`config.mk`:
```
export PLATFORM = sky130hd
export DESIGN_NAME = interval_timer
export DESIGN_NICKNAME = d
export VERILOG_FILES = /design/src/rtl/pit_pkg.sv /design/src/rtl/pit_count_core.sv /design/src/rtl/pit_access.sv /design/src/rtl/interval_timer.sv
export SDC_FILE = /design/constraint.sdc
export NUM_CORES = 1
export LEC_CHECK = 0
export ABC_AREA = 1
export CORE_ASPECT_RATIO = 0.6
export CORE_MARGIN = 8
export CORE_UTILIZATION = 55
export CTS_CLUSTER_SIZE = 16
export DETAILED_ROUTE_END_ITERATION = 16
export HOLD_SLACK_MARGIN = 0.12
export PLACE_DENSITY = 0.85
export SLEW_MARGIN = 10
export SYNTH_ARGS = -nofsm -noshare
export SYNTH_HDL_FRONTEND = slang
export SYNTH_SLANG_ARGS = --single-unit
```
`constraint.sdc`:
```
create_clock -name clk_i -period 3.15 [get_ports clk_i]
set_clock_uncertainty 0.2 [all_clocks]
set_input_delay 0.4725 -clock clk_i [delete_from_list [all_inputs] [get_ports clk_i]]
set_output_delay 0.4725 -clock clk_i [all_outputs]
set_load 0.02 [all_outputs]
```
`src/rtl/pit_pkg.sv`:
```
package pit_pkg;
  localparam int CNT_W = 16;

  typedef enum logic [1:0] {
    ACC_LATCH = 2'd0,
    ACC_LO    = 2'd1,
    ACC_HI    = 2'd2,
    ACC_LOHI  = 2'd3
  } acc_e;

  localparam logic [2:0] MODE_RST = 3'd3;

  // modes 6 and 7 alias 2 and 3
  function automatic logic [2:0] eff_mode(input logic [2:0] m);
    return (m[2] & m[1]) ? {1'b0, m[1:0]} : m;
  endfunction
endpackage

```
`src/rtl/pit_count_core.sv`:
```
module pit_count_core
  import pit_pkg::*;
#(
  parameter  int CW = CNT_W,
  localparam int NW = CW + 1
) (
  input  logic          clk_i,
  input  logic          rst_ni,
  input  logic          tick_i,
  input  logic          gate_i,
  input  logic [2:0]    mode_i,
  input  logic          load_i,
  input  logic [NW-1:0] load_val_i,
  output logic [NW-1:0] cnt_o,
  output logic          out_o,
  output logic          edge_o
);
  localparam logic [NW-1:0] CNT_MAX = NW'(1) << CW;

  logic [NW-1:0] cnt_q, reload_q, cnt_nxt, half_v;
  logic [2:0]    m;
  logic          run, at_one, fire, edge_q;

  assign m      = eff_mode(mode_i);
  assign run    = tick_i & gate_i;
  assign at_one = (cnt_q == NW'(1));
  assign half_v = reload_q - (reload_q >> 1);

  always_comb begin
    if (cnt_q == '0)      cnt_nxt = '0;
    else if (at_one)      cnt_nxt = (m == 3'd2 || m == 3'd3) ? reload_q : '0;
    else                  cnt_nxt = cnt_q - NW'(1);
  end

  always_comb begin
    case (m)
      3'd0, 3'd4, 3'd5: begin
        fire  = run & at_one;
        out_o = (m == 3'd0) ? (cnt_q == '0) : !at_one;
      end
      3'd1: begin
        fire  = 1'b0;
        out_o = 1'b1;
      end
      3'd2: begin
        fire  = run & at_one;
        out_o = !at_one;
      end
      default: begin
        fire  = run && (cnt_q != '0) && (cnt_nxt == half_v);
        out_o = (cnt_q != '0) && (cnt_q <= half_v);
      end
    endcase
  end

  always_ff @(posedge clk_i or negedge rst_ni) begin
    if (!rst_ni) begin
      cnt_q    <= CNT_MAX;
      reload_q <= CNT_MAX;
      edge_q   <= 1'b0;
    end else begin
      edge_q <= fire & ~load_i;
      if (load_i) begin
        cnt_q    <= load_val_i;
        reload_q <= load_val_i;
      end else if (run) begin
        cnt_q <= cnt_nxt;
      end
    end
  end

  assign cnt_o  = cnt_q;
  assign edge_o = edge_q;

  AST_LOAD_RESTART: assert property (@(posedge clk_i) disable iff (!rst_ni)
    load_i |=> (cnt_q == $past(load_val_i)));
  AST_HOLD_IDLE: assert property (@(posedge clk_i) disable iff (!rst_ni)
    (!load_i && !(tick_i && gate_i)) |=> $stable(cnt_q));
  AST_MODE1_QUIET: assert property (@(posedge clk_i) disable iff (!rst_ni)
    (eff_mode(mode_i) == 3'd1) |=> !edge_o);
  AST_SPENT_STAYS: assert property (@(posedge clk_i) disable iff (!rst_ni)
    (cnt_q == '0 && !load_i) |=> (cnt_q == '0));
  always_comb begin
    if (rst_ni) AST_CNT_BOUND: assert (cnt_q <= CNT_MAX);
  end
endmodule

```
`src/rtl/pit_access.sv`:
```
module pit_access
  import pit_pkg::*;
#(
  parameter  int CW = CNT_W,
  localparam int NW = CW + 1
) (
  input  logic          clk_i,
  input  logic          rst_ni,
  input  logic          ctl_we_i,
  input  logic [4:0]    ctl_i,      // {access[1:0], mode[2:0]}
  input  logic          data_we_i,
  input  logic          data_re_i,
  input  logic [7:0]    wdata_i,
  input  logic [NW-1:0] cnt_i,
  output logic          load_o,
  output logic [NW-1:0] load_val_o,
  output logic [2:0]    mode_o,
  output logic [7:0]    rdata_o
);
  acc_e        acc_q, ctl_acc;
  logic [2:0]  mode_q;
  logic [7:0]  lo_q;
  logic        wr_hi_q, rd_hi_q, lat_vld_q;
  logic [CW-1:0] lat_q, raw, src;
  logic        sel_hi;

  assign ctl_acc = acc_e'(ctl_i[4:3]);

  always_comb begin
    case (acc_q)
      ACC_LO:  raw = {8'h00, wdata_i};
      ACC_HI:  raw = {wdata_i, 8'h00};
      default: raw = {wdata_i, lo_q};
    endcase
  end

  assign load_o     = data_we_i && (acc_q != ACC_LOHI || wr_hi_q);
  assign load_val_o = (raw == '0) ? (NW'(1) << CW) : {1'b0, raw};

  assign src     = lat_vld_q ? lat_q : (cnt_i[CW] ? '0 : cnt_i[CW-1:0]);
  assign sel_hi  = (acc_q == ACC_HI) || (acc_q == ACC_LOHI && rd_hi_q);
  assign rdata_o = sel_hi ? src[15:8] : src[7:0];
  assign mode_o  = mode_q;

  always_ff @(posedge clk_i or negedge rst_ni) begin
    if (!rst_ni) begin
      acc_q     <= ACC_LOHI;
      mode_q    <= MODE_RST;
      lo_q      <= '0;
      wr_hi_q   <= 1'b0;
      rd_hi_q   <= 1'b0;
      lat_vld_q <= 1'b0;
      lat_q     <= '0;
    end else if (ctl_we_i) begin
      if (ctl_acc == ACC_LATCH) begin
        if (!lat_vld_q) begin
          lat_q     <= src;
          lat_vld_q <= 1'b1;
          rd_hi_q   <= 1'b0;
        end
      end else begin
        acc_q     <= ctl_acc;
        mode_q    <= ctl_i[2:0];
        wr_hi_q   <= 1'b0;
        rd_hi_q   <= 1'b0;
        lat_vld_q <= 1'b0;
      end
    end else begin
      if (data_we_i && acc_q == ACC_LOHI) begin
        wr_hi_q <= ~wr_hi_q;
        if (!wr_hi_q) lo_q <= wdata_i;
      end
      if (data_re_i) begin
        if (acc_q == ACC_LOHI) rd_hi_q <= ~rd_hi_q;
        if (acc_q != ACC_LOHI || rd_hi_q) lat_vld_q <= 1'b0;
      end
    end
  end

  AST_WIDE_ZERO: assert property (@(posedge clk_i) disable iff (!rst_ni)
    load_o |-> (load_val_o != '0));
  AST_LOHI_FIRST: assert property (@(posedge clk_i) disable iff (!rst_ni)
    (data_we_i && !ctl_we_i && acc_q == ACC_LOHI && !wr_hi_q) |=> wr_hi_q);
  AST_LATCH_KEEPS_MODE: assert property (@(posedge clk_i) disable iff (!rst_ni)
    (ctl_we_i && ctl_acc == ACC_LATCH) |=> $stable(mode_q) && $stable(acc_q));
endmodule

```
`src/rtl/interval_timer.sv`:
```
module interval_timer
  import pit_pkg::*;
#(
  parameter int NUM_CH = 3
) (
  input  logic              clk_i,
  input  logic              rst_ni,
  input  logic [1:0]        addr_i,
  input  logic              wr_en_i,
  input  logic              rd_en_i,
  input  logic [7:0]        wdata_i,
  output logic [7:0]        rdata_o,
  input  logic              tick_i,
  input  logic [NUM_CH-1:0] gate_i,
  output logic [NUM_CH-1:0] out_o,
  output logic [NUM_CH-1:0] edge_o,
  output logic              irq_o
);
  localparam int         NW       = CNT_W + 1;
  localparam logic [1:0] CTL_ADDR = 2'd3;

  logic [7:0] ch_rd [NUM_CH];

  for (genvar c = 0; c < NUM_CH; c++) begin : g_ch
    logic          ctl_we, data_we, data_re, load;
    logic [NW-1:0] load_val, cnt;
    logic [2:0]    mode;

    assign ctl_we  = wr_en_i && addr_i == CTL_ADDR && wdata_i[7:6] == 2'(c);
    assign data_we = wr_en_i && addr_i == 2'(c);
    assign data_re = rd_en_i && addr_i == 2'(c);

    pit_access #(.CW(CNT_W)) i_access (
      .clk_i, .rst_ni,
      .ctl_we_i   (ctl_we),
      .ctl_i      (wdata_i[5:1]),
      .data_we_i  (data_we),
      .data_re_i  (data_re),
      .wdata_i,
      .cnt_i      (cnt),
      .load_o     (load),
      .load_val_o (load_val),
      .mode_o     (mode),
      .rdata_o    (ch_rd[c])
    );

    pit_count_core #(.CW(CNT_W)) i_core (
      .clk_i, .rst_ni,
      .tick_i,
      .gate_i     (gate_i[c]),
      .mode_i     (mode),
      .load_i     (load),
      .load_val_i (load_val),
      .cnt_o      (cnt),
      .out_o      (out_o[c]),
      .edge_o     (edge_o[c])
    );
  end

  always_comb begin
    rdata_o = '0;
    for (int c = 0; c < NUM_CH; c++)
      if (addr_i == 2'(c)) rdata_o = ch_rd[c];
  end

  assign irq_o = edge_o[0];
endmodule

```
Word-level counts from Yosys, hierarchy flattened:

Cells that the tools add are included.

* register bits: 201
* input port bits: 18
* output and inout port bits: 15
* word-level logic and storage cells: 285

* $add $sub $neg: 6
* order comparisons: 3
* eq/ne operators: 44
* multiplexer cells: 77
* bitwise operators: 28
* reduce and logical (&&, ||, !) cells: 97

Operator list (number)
* $mux 17: 18
* $mux 16: 6
* $pmux 16 s2: 3
* $eq 17x1->1 const B: 3
* $eq 17x17->1: 3
* $le 17x17->1: 3
* $logic_not 17->1: 3
* $reduce_bool 17->1: 3
* $sub 17x1->17 const B: 3
* $sub 17x16->17: 3
* $logic_not 16->1: 3
* $mux 8: 6
* $mux 1: 35
* $reduce_bool 2->1: 15
* $logic_and 1x1->1: 28
* $reduce_and 3->1: 9
* $eq 2x2->1 const B: 9
* $eq 3x2->1 const B: 6
* $eq 3x3->1 const B: 6
* $reduce_and 2->1: 9
* $not 1->1: 16
* $and 1x1->1: 12
* $logic_or 1x1->1: 12
* $ne 2x2->1 const B: 6
* 11 further kinds: 35

Longest topological paths before layout:

* depth after elaboration: 11
* depth in mapped cells: 22
* gate-level depth less buffers: 21

By module:

From an unflattened synthesis, not the netlist that was laid out.

* cells, all modules: 2719
* area, all modules: 17783.3 um2

By module, submodules not included
* pit_access: instances 3, cells an instance 255, area each 1876.8 um2
* pit_count_core at g_ch[2].i_core: instances 1, cells an instance 655, area each 4026.4 um2
* pit_count_core at g_ch[1].i_core: instances 1, cells an instance 658, area each 4017.6 um2
* pit_count_core at g_ch[0].i_core: instances 1, cells an instance 583, area each 3833.7 um2
* interval_timer: instances 1, cells an instance 58, area each 275.3 um2

Worst setup path after synthesis:

Ideal clock, no wire load.

* path type: register to output
* start point: register g_ch[2].i_core.reload_q[1]
* end point: output out_o[2]
* arrival: 2.823 ns
* required time: 2.477 ns
* setup slack: -0.345 ns
* cell stages (with the launch flop): 21
* buffers on the path: 1
* path through: dfrtp_1 > ha_1 > fa_1 > nand3b_1 > nand2_1 > nand2_1 > nand2_1 > nand3_1 > nand2_1 > xnor2_1 > ha_1 > nand2_1 > inv_1 > o21ai_0 > a21oi_1 > nor2_1 > o211ai_1 > o41ai_1 > inv_1 > o21bai_1 > buf_4

* longest elaborated chain between the ends: 4

Ends and longest elaborated chain
* start, declared: line pit_count_core.sv:20 `logic [NW-1:0] cnt_q, reload_q, cnt_nxt, half_v;`
* start signal, assigned: line pit_count_core.sv:65 `reload_q <= load_val_i;`
* $sub 17x16->17: line pit_count_core.sv:27 `assign half_v = reload_q - (reload_q >> 1);`
* $le 17x17->1: line pit_count_core.sv:51 `out_o = (cnt_q != '0) && (cnt_q <= half_v);`
* $logic_and 1x1->1: line pit_count_core.sv:51
* $pmux 1 s3: line pit_count_core.sv:36 `case (m)`
* end, declared: line interval_timer.sv:15 `output logic [NUM_CH-1:0] out_o,`

Every way passes these cells.

Final worst setup path:

* start point: register g_ch[0].i_core.reload_q[1]
* end point: output out_o[0]

* longest elaborated chain between the ends: 4

Ends and longest elaborated chain (line)
* start, declared: pit_count_core.sv:20
* start signal, assigned: pit_count_core.sv:65
* $sub 17x16->17: pit_count_core.sv:27
* $le 17x17->1: pit_count_core.sv:51
* $logic_and 1x1->1: pit_count_core.sv:51
* $pmux 1 s3: pit_count_core.sv:36

Every way passes these cells.

==> qor.yml <==
first_iter_violations: 2716
dp_hpwl_um: 50340
fp.dieW_um: 244.7
fmax_mhz: 216.3
maxSlewViolCount: 0
stdcell_area_um2: 22160
routabilityCongestion: 1.031
synthTopCellsByCount: "870 x nand2_1, 346 x inv_1, 273 x o21ai_0, 217 x nor2_1, 207 x nand3_1"
cts_buffer_depth: 3
wl_um: 65910
drive_above_1_share_pct: 21.23
syn_nets: 2830
power_mw: 30.03
rows: 50
grt_pass1_vias: 18430
htree_levels: 1
ant_nets: 0
synth.top_cell.area_share_pct: 26.53
firstDrtPassIters: 8
hold_path_class: "input port to async pin"
path_clk_slew_ns: 0.08
ys_warn_count: 0
grt_pass1_wl_um: 100500
die_h_um: 153.2
leakage_nw: 11.16
vias_per_cell: 5.831
cts-root-buf: "clkbuf_16"
startpoint_type: "register"
io_buffers: 32
maxCapViolCount: 0
syn_inst: 2692
hold_viol_final: 0
yosys.area.top_type: "dfrtp_1"
arrival_ns: 3.95
clock_latency_ns: 0.53
ys_types: 52
dp.cells: 3322
setup_viol: 7
min_period_ns: 4.622
place_area_um2: 19880
grt_antenna_before_repair: 1
core_area_um2: 31030
synth-edff-count: 0
route.detailed.drc: 0
status: "complete, but fails checks"
dieArea_um2: 37500
setup_ws_ns: -1.472
slew_headroom_pct: 48.30
ioPinCount: 33
avgSynthCellArea_um2: 6.412
cts_sinks: 201
violations: "setup timing"
synth.most_common_cell: "nand2_1"
ys_ff_latch: 201
final-instance-count-excl-fill: 3417
synth_flop_cell: "dfrtp_1"
gr-usage-all-layers_pct: 33.45
cp.required_ns: 2.48
routedWlPerCell_um: 19.29
grt_max_degree: 85
grt_overflow_total: 0
synth_area_leaders: "dfrtp_1 27%, nand2_1 19%, ha_1 8.5%, o21ai_0 7.9%, inv_1 7.5%"
start_util_pct: 55.63
num_vias: 19930
async_flop_share_pct: 100.0
final_nets: 3122
postLayoutCoreUtil_pct: 71.40
end_kind: "output port"
irDropWorstVdd_mv: 1.118
powerDensity_nw_per_um2: 1355
fin_crit_sh_pct: 146.7
cts_tree: "done"
netlist_area_um2: 17260
rsz0062_at_grt: "yes"
tightestPinTransition_ns: 0.7673
path_max_fanout: 3
area_growth_pct: 28.36
finalHoldWorstSlack_ns: 0.1604
critPathKind: "register to output port"
cts_made_buffers: 23
synth-seq-area-share_pct: 29.27
[cell type report]
class	count	area [µm²]
clock inverters	9	152.6
well taps	416	520.5
repair inverters	1	7.507
inverters	356	1344
flip-flops and latches	201	5067
repair buffers	355	2917
diodes	1	2.502
clock buffers	32	639.4
multi-input cells	2046	11510
fillers	2581	8874
[placed cells by master, fill, tap and decap left out, drive strengths merged, types with 2 or more instances in the layout]
master	netlist	final
o31ai	4	4
xor2	21	21
xnor2	12	12
buf	39	333
nand3	214	214
nor2	236	236
o211ai	47	47
nor3	16	16
o21ai	281	281
o21a	8	8
clkinv	1	5
nor4	3	3
nand2	878	878
o21bai	11	11
ha	117	117
dfrtp	183	183
o311ai	2	2
nand3b	20	20
o41ai	2	2
clkdlybuf4s50	0	20
dfstp	18	18
a21oi	98	98
a211oi	3	3
bufinv	0	4
or2	6	6
fa	3	3
a31oi	21	21
nand4	34	34
inv	355	356
clkbuf	50	33
[layer usage]
| layer | vias up | wire length (µm) | track usage [%] |
|---|---|---|---|
| met5 | - | 0 | 0 |
| li1 | 9314 | - | - |
| met1 | 9390 | 29030 | 48.55 |
| met2 | 1079 | 25940 | 45.19 |
| met4 | 0 | 1663 | 7.723 |
| met3 | 142 | 9275 | 13.85 |
[metrics by stage]
step / setup TNS [ns] / setup WS, ns
finish: -3.978 / -1.472
global route: -4.699 / -1.562
CTS: -3.537 / -1.295
detailed placement: -3.371 / -1.396
global placement: -3.171 / -1.314
floorplan: -0.4323 / -0.2399
[flip-flops by register name (all words and copies together) (netlist names), 6 cells and up]
name / flops
g_ch.i_core.cnt_o: 51
g_ch.i_core.reload_q: 51
g_ch.i_access.lat_q: 48
g_ch.i_access.lo_q: 24
g_ch.i_access.mode_o: 9
g_ch.i_access.acc_q: 6
[final timing paths]
| path | end | from | slack [ns] | cells after the start |
|---|---|---|---|---|
| setup / recovery | out_o[0] | g_ch[0].i_core.reload_q[1] | -1.47 | 20 |
| hold / removal | g_ch[0].i_core.reload_q[10] | rst_ni | 0.16 | 2 |
| setup reg to reg | g_ch[0].i_core.edge_o | g_ch[0].i_core.reload_q[1] | -0.04 | 16 |
| hold reg to reg | g_ch[2].i_access.lat_q[0] | g_ch[2].i_access.lat_q[0] | 0.29 | 2 |
| max in group asynchronous | g_ch[0].i_core.cnt_o[12] | rst_ni | 1.64 | 3 |
| min in group clk_i | g_ch[2].i_access.lat_q[0] | g_ch[2].i_access.lat_q[0] | 0.29 | 2 |
[cells by family (layout without fill, tap and decap cells)]
family	Yosys count	after routing	share of synthesized area, %
other	0	1	0
xor gates and xnor gates	33	33	1.674
muxes	1	1	0.06523
AOI/OAI and AO/OA	482	482	15.45
DFF	201	201	29.27
buffers and inverters	445	753	10.33
adders and majority gates	120	120	8.829
and+or+nand+nor	1410	1410	34.39
[critical path: stages, from the launching register on]
cell and delay [ns]:
dfrtp_1 0.43, ha_4 0.19, fa_2 0.39, nand3b_1 0.20, nand2_2 0.14, nand2_2 0.08
nand2_2 0.10, buf_6 0.12, nand3_4 0.07, nand2_2 0.09, nand2_2 0.05, nand2_2 0.10
ha_4 0.21, nand4_1 0.24, a31oi_2 0.08, a211oi_2 0.31, o211ai_1 0.17, o21ai_2 0.10
nand4_1 0.13, nand3_2 0.11, buf_6 0.12
[where the power goes]
| part | switching [mW] | internal [mW] |
|---|---|---|
| registers | 1.01 | 3.48 |
| clock network | 1.21 | 1.75 |
| logic | 12.9 | 9.67 |
[timing repair]
action / CTS / global route
cloned: 1 / 0
buffers inserted: 19 / 33
hold buffers: 1 / 0
pin swaps: 46 / 72
resized for setup: 146 / 143
endpoints found under the hold margin: 183 / 0
setup endpoints to repair: 11 / 14
(Power assumes the default switching activity.)
